===== src/rtl/flashSeqPkg.sv =====
package flashSeqPkg;
  typedef struct packed {
    logic loadPage;
    logic startPage;
    logic startMass;
    logic flashWr;
  } seqStrobes_t;
endpackage


===== src/rtl/flashSeqCtrl.sv =====
module flashSeqCtrl
  import flashSeqPkg::*;
#(
  parameter int SFR_W = 8,
  parameter logic [7:0] CMD_ADDR = 8'h94,
  parameter logic [7:0] PAGE_ADDR = 8'hB7,
  parameter logic [7:0] CTL_ADDR = 8'hB2,
  parameter logic [SFR_W-1:0] MASS_PAT = 8'hAA,
  parameter logic [SFR_W-1:0] PAGE_PAT = 8'h55
) (
  input  logic             clk,
  input  logic             rstN,
  input  logic             sfrWrEn,
  input  logic [7:0]       sfrAddr,
  input  logic [SFR_W-1:0] sfrWrData,
  input  logic             debugEn,
  input  logic             intEnable,
  input  logic             storeEn,
  input  logic             flashDone,
  output seqStrobes_t      strobes,
  output logic             busy,
  output logic             ramWrite,
  output logic [SFR_W-1:0] ctlValue
);
  localparam int ARM_BIT = 0;
  localparam int PWE_BIT = 1;

  logic armReg, pweReg, massPending;
  logic cmdWr, ctlWr, massHit, massOk, pageOk, doneNow;

  assign cmdWr   = sfrWrEn && (sfrAddr == CMD_ADDR);
  assign ctlWr   = sfrWrEn && (sfrAddr == CTL_ADDR);
  assign massHit = cmdWr && !busy && (sfrWrData == MASS_PAT);
  assign massOk  = massHit && armReg && debugEn;
  assign pageOk  = cmdWr && !busy && (sfrWrData == PAGE_PAT);
  assign doneNow = busy && flashDone;

  always_comb begin
    strobes.loadPage  = sfrWrEn && (sfrAddr == PAGE_ADDR);
    strobes.startPage = pageOk;
    strobes.startMass = massOk;
    strobes.flashWr   = storeEn && pweReg && !busy;
    ramWrite          = storeEn && !pweReg;
    ctlValue          = '0;
    ctlValue[ARM_BIT] = armReg;
    ctlValue[PWE_BIT] = pweReg;
  end

  always_ff @(posedge clk or negedge rstN) begin
    if (!rstN) begin
      busy        <= 1'b0;
      massPending <= 1'b0;
    end else if (pageOk || massOk) begin
      busy        <= 1'b1;
      massPending <= massOk;
    end else if (doneNow) begin
      busy        <= 1'b0;
      massPending <= 1'b0;
    end
  end

  always_ff @(posedge clk or negedge rstN) begin
    if (!rstN) begin
      armReg <= 1'b0;
      pweReg <= 1'b0;
    end else begin
      if (ctlWr) begin
        armReg <= sfrWrData[ARM_BIT];
        pweReg <= sfrWrData[PWE_BIT] && (!intEnable || pweReg);
      end
      if ((massHit && !massOk) || (doneNow && massPending))
        armReg <= 1'b0;
    end
  end

  // enable only appears if interrupts were off at the write
  assert_pwe_needs_int_off_R3: assert property (@(posedge clk) disable iff (!rstN)
    $rose(pweReg) |-> $past(!intEnable));
  // busy holds until done is seen
  assert_busy_holds_R8: assert property (@(posedge clk) disable iff (!rstN)
    (busy && !flashDone) |=> busy);
  // mass completion drops arm
  assert_arm_clears_R9: assert property (@(posedge clk) disable iff (!rstN)
    (busy && flashDone && massPending && !ctlWr) |=> !armReg);
endmodule


===== src/rtl/flashSeqData.sv =====
module flashSeqData
  import flashSeqPkg::*;
#(
  parameter int ADDR_W = 16,
  parameter int PAGE_BITS = 9,
  parameter int DATA_W = 8,
  localparam int PG_W = ADDR_W - PAGE_BITS
) (
  input  logic              clk,
  input  logic              rstN,
  input  seqStrobes_t       strobes,
  input  logic [PG_W-1:0]   pageField,
  input  logic [ADDR_W-1:0] storeAddr,
  input  logic [DATA_W-1:0] storeData,
  output logic              flashEraseReq,
  output logic              flashMass,
  output logic [ADDR_W-1:0] flashAddr,
  output logic [DATA_W-1:0] flashWrData,
  output logic              flashWrite
);
  logic [PG_W-1:0]   pageReg;
  logic [ADDR_W-1:0] eraseAddr;

  always_ff @(posedge clk or negedge rstN) begin
    if (!rstN) begin
      pageReg       <= '0;
      eraseAddr     <= '0;
      flashEraseReq <= 1'b0;
      flashMass     <= 1'b0;
    end else begin
      if (strobes.loadPage) pageReg <= pageField;
      flashEraseReq <= strobes.startPage || strobes.startMass;
      if (strobes.startPage) begin
        flashMass <= 1'b0;
        eraseAddr <= {pageReg, {PAGE_BITS{1'b0}}};
      end else if (strobes.startMass) begin
        flashMass <= 1'b1;
        eraseAddr <= '0;
      end
    end
  end

  assign flashWrite  = strobes.flashWr;
  assign flashWrData = storeData;
  assign flashAddr   = strobes.flashWr ? storeAddr : eraseAddr;

  // page erase base is page aligned
  assert_page_aligned_R4: assert property (@(posedge clk) disable iff (!rstN)
    (flashEraseReq && !flashMass && !flashWrite) |-> (flashAddr[PAGE_BITS-1:0] == '0));
  // erase request lasts one cycle
  assert_req_single_R4: assert property (@(posedge clk) disable iff (!rstN)
    flashEraseReq |=> !flashEraseReq);
endmodule


===== src/rtl/flashSeq.sv =====
module flashSeq
  import flashSeqPkg::*;
#(
  parameter int ADDR_W = 16,
  parameter int PAGE_BITS = 9,
  parameter int DATA_W = 8
) (
  input  logic              clk,
  input  logic              rstN,
  input  logic              sfrWrEn,
  input  logic [7:0]        sfrAddr,
  input  logic [DATA_W-1:0] sfrWrData,
  input  logic              debugEn,
  input  logic              intEnable,
  input  logic              storeEn,
  input  logic [ADDR_W-1:0] storeAddr,
  input  logic [DATA_W-1:0] storeData,
  input  logic              flashDone,
  output logic              flashEraseReq,
  output logic              flashMass,
  output logic [ADDR_W-1:0] flashAddr,
  output logic [DATA_W-1:0] flashWrData,
  output logic              flashWrite,
  output logic              ramWrite,
  output logic              busy,
  output logic [DATA_W-1:0] ctlValue
);
  localparam int PG_W = ADDR_W - PAGE_BITS;
  seqStrobes_t strobes;

  flashSeqCtrl #(.SFR_W(DATA_W)) uCtrl (
    .clk(clk), .rstN(rstN), .sfrWrEn(sfrWrEn), .sfrAddr(sfrAddr),
    .sfrWrData(sfrWrData), .debugEn(debugEn), .intEnable(intEnable),
    .storeEn(storeEn), .flashDone(flashDone), .strobes(strobes),
    .busy(busy), .ramWrite(ramWrite), .ctlValue(ctlValue)
  );

  flashSeqData #(.ADDR_W(ADDR_W), .PAGE_BITS(PAGE_BITS), .DATA_W(DATA_W)) uData (
    .clk(clk), .rstN(rstN), .strobes(strobes),
    .pageField(sfrWrData[DATA_W-1 -: PG_W]), .storeAddr(storeAddr),
    .storeData(storeData), .flashEraseReq(flashEraseReq), .flashMass(flashMass),
    .flashAddr(flashAddr), .flashWrData(flashWrData), .flashWrite(flashWrite)
  );

  // mass erase only with debug port on
  assert_mass_needs_debug_R5: assert property (@(posedge clk) disable iff (!rstN)
    (flashEraseReq && flashMass) |-> $past(debugEn));
  // erase pulse and busy rise together
  assert_busy_with_req_R8: assert property (@(posedge clk) disable iff (!rstN)
    $rose(busy) |-> flashEraseReq);
  // never both store targets
  assert_one_target_R11: assert property (@(posedge clk) disable iff (!rstN)
    !(flashWrite && ramWrite));
endmodule


===== config.mk =====
export PLATFORM = sky130hd
export DESIGN_NAME = flashSeq
export DESIGN_NICKNAME = d
export VERILOG_FILES = /design/src/rtl/flashSeqPkg.sv /design/src/rtl/flashSeqCtrl.sv /design/src/rtl/flashSeqData.sv /design/src/rtl/flashSeq.sv
export SDC_FILE = /design/constraint.sdc
export NUM_CORES = 1
export LEC_CHECK = 0
export BUFFER_PORTS_ARGS = -buffer_cell sky130_fd_sc_hd__buf_4
export CAP_MARGIN = 5
export CORE_ASPECT_RATIO = 1.2
export CORE_UTILIZATION = 41
export CTS_CLUSTER_DIAMETER = 200
export DETAILED_ROUTE_END_ITERATION = 6
export PLACE_DENSITY = 0.87
export RECOVER_POWER = 100
export SYNTH_ARGS = -nofsm -noshare
export SYNTH_HDL_FRONTEND = slang
export SYNTH_SLANG_ARGS = --single-unit

===== constraint.sdc =====
create_clock -name clk -period 1.8 [get_ports clk]
set_input_delay 0.18 -clock clk [delete_from_list [all_inputs] [get_ports clk]]
set_output_delay 0.18 -clock clk [all_outputs]
set_load 0.01 [all_outputs]

==> impl_metrics.env <==
export IMPL_instances_no_fill=218
export IMPL_worstPathMaxFanout=24
export IMPL_rr_worst_depth=4
export IMPL_hold_depth=2
export IMPL_synth_main_ff_cell="dfrtp_1"
export IMPL_num_antenna_cells=0
export IMPL_tns_ns=0
export IMPL_clock_path_buffers=2
export IMPL_io_pins=84
export IMPL_fin_crit_ns=1.65
export IMPL_cap_violations=0
export IMPL_synth_avg_cell_area_um2=9.45
export IMPL_clkTransAtPathRegs_ns=0.11
export IMPL_start_util_pct=43.6
export IMPL_clk_latency_ns=0.30
export IMPL_coreArea_um2=2840
export IMPL_cts_num_sinks=20
export IMPL_grt_pass1_vias=1042
export IMPL_max_clock_freq_mhz=608
export IMPL_required_ns=1.62
export IMPL_drtPass1Iterations=4
export IMPL_drt_first_iter_violations=28
export IMPL_design_area_um2=1600
export IMPL_syn_area_um2=1240
export IMPL_grt_pass1_wl_mm=4.62
export IMPL_ys_types=30
export IMPL_ant_nets=0
export IMPL_setup_viol=0
export IMPL_cts_buffers=3
export IMPL_power_uw=863
export IMPL_ys_ff_latch=20
export IMPL_placed_cell_area_um2=1630
export IMPL_end_kind="output pin"
export IMPL_row_count=21
export IMPL_vias_per_cell=5.36
export IMPL_dieWidth_um=52.2
export IMPL_grt_max_degree=25
export IMPL_ctsRootBufferMaster="clkbuf_4"
export IMPL_die_area_um2=3240
export IMPL_worst_ep_arrival_time_ns=1.47
export IMPL_area_growth_pct=29.1
export IMPL_grt_usage_pct=18.9
export IMPL_die_h_um=62.2
export IMPL_p_per_area_nw_per_um2=540
export IMPL_setup_slack_ns=0.155
export IMPL_wl_per_cell_um=13.6
export IMPL_tightest_slew_ns=0.987
export IMPL_final_layout_size_suffix_gt1_share_pct=32.1
export IMPL_drc=0
export IMPL_synthArstFlopShare_pct=100
export IMPL_cts_resized=0
export IMPL_layout_nets=232
export IMPL_rsz0062_at_grt="no"
export IMPL_wl_met1_mm=1.11
export IMPL_worstSetupPathType="flip-flop to output pin"
export IMPL_antenna_found_initial=0
export IMPL_peakVddDrop_mv=0.345
export IMPL_place_gp_congestion=0.820
export IMPL_cts_max_level=1
export IMPL_hold_ws_ns=0.139
export IMPL_netlist_instances=131
export IMPL_final_max_slew_viol_count=0
export IMPL_highest_signal_layer="met4"
export IMPL_hold_path_class="primary input to flip-flop"
export IMPL_routed_wl_mm=2.97
export IMPL_placed_cells=213
export IMPL_power_leakage_nw=0.787
export IMPL_dr_total_vias=1168
export IMPL_cp_start_kind="flip-flop"
export IMPL_synth_edff_count=0
export IMPL_met2_length_mm=1.49
export IMPL_outcome="completed"
export IMPL_worst_clock_skew_ns=0.00621
export IMPL_fin_crit_sh_pct=91.4
export IMPL_ys_seq_area_share_pct=40.4
export IMPL_io_buffers=61
export IMPL_post_place_ws_ns=0.253
export IMPL_grt_ovfl_total=0
export IMPL_cts_tree="done"
export IMPL_hold_viol=0
export IMPL_yosysWarnings=0
export IMPL_fin_util_pct=56.3
export IMPL_slew_headroom_pct=34.2
export IMPL_place_hpwl_mm=2.25
export IMPL_met3_length_um=284
-- logic make-up (layout without fill, tap and decap cells) --
| group | Yosys count | count (layout) | share of synthesized area, % |
|---|---|---|---|
| and+or+nand+nor | 55 | 55 | 28.1 |
| buffers and inverters | 27 | 75 | 13.7 |
| AOI/OAI and AO/OA | 20 | 20 | 10.2 |
| DFF | 20 | 20 | 40.4 |
| muxes | 8 | 8 | 7.28 |
| other | 1 | 6 | 0.303 |
-- registers in the layout, indices dropped and copies added (netlist names) --
signal	count
uData.eraseAddr	7
uData.flashMass	1
uData.pageReg	7
uCtrl.armReg	1
uData.flashEraseReq	1
uCtrl.pweReg	1
uCtrl.massPending	1
uCtrl.busy	1
-- layer usage --
metal | track usage, % | up-vias
li1 | - | 538
met1 | 23.1 | 541
met2 | 32.9 | 77
met3 | 0.980 | 12
met4 | 9.21 | 0
met5 | 0 | -
-- synth_stat cells (all sizes together), types with 2 or more instances --
master	n	share of area, %
and2	10	5.1
and3b	2	1.4
buf	17	11
clkbuf	2	0.61
dfrtp	20	40
inv	8	2.4
mux2	8	7.3
nand2	14	4.9
nand3	11	4.4
nand4	3	1.5
nand4bb	2	1.8
nor2	4	1.6
nor4bb	4	3.2
o21ai	14	5.7
-- critical path, cell delays in order (launching register included) --
cell and delay, ns:
dfrtp_1 0.49, nor2_1 0.13, buf_4 0.22, nand2_1 0.07, o21ai_0 0.08, clkbuf_1 0.18
-- final timing paths --
| path | slack, ns | end | start |
|---|---|---|---|
| max reg2reg | 0.17 | uData.flashMass$_DFFE_PN0P_ | uCtrl.busy$_DFFE_PN0P_ |
| max in group asynchronous | 0.63 | uData.pageReg[0]$_DFFE_PN0P_ | rstN |
| max | 0.15 | flashAddr[10] | uCtrl.busy$_DFFE_PN0P_ |
| min in group asynchronous | 0.57 | uData.pageReg[2]$_DFFE_PN0P_ | rstN |
| min | 0.14 | uData.pageReg[2]$_DFFE_PN0P_ | sfrWrData[3] |
| min reg2reg | 0.53 | uData.pageReg[2]$_DFFE_PN0P_ | uData.pageReg[2]$_DFFE_PN0P_ |
-- what timing repair did --
| action | CTS | global route |
|---|---|---|
| setup buffers | 0 | 0 |
| hold buffers | 1 | 0 |
| endpoints found under the hold margin | 20 | 0 |
-- layout make-up --
cell class	count	area [um^2]
fillers	279	1240
clock buffers	4	36.3
flip-flops and latches	20	500
repair buffers	63	404
multi-input cells	89	584
inverters	8	30.0
well taps	34	42.5
-- cells in the final DEF (no fill, tap or decap), types with 2 or more instances in the layout --
cell / Yosys / final
and3b_1: 2 / 2
dfrtp_1: 20 / 20
nand4bb_1: 2 / 2
nor4bb_1: 4 / 4
nor2_1: 2 / 3
mux2_2: 7 / 7
conb_1: 1 / 6
nand4_1: 3 / 3
clkbuf_1: 2 / 19
clkbuf_4: 0 / 4
and2_0: 0 / 4
o21ai_0: 14 / 14
inv_1: 8 / 8
nand2_1: 13 / 13
nand3_1: 11 / 11
buf_4: 16 / 42
and2_1: 10 / 6
-- power by group --
group | switching (mW) | leakage [nW] | internal [mW]
Combinational | 0.0618 | 0.525 | 0.0798
Sequential | 0.00707 | 0.241 | 0.459
Clock | 0.133 | 0.0210 | 0.123
Total | 0.201 | 0.787 | 0.662
Power figures use the tool's default switching activity.
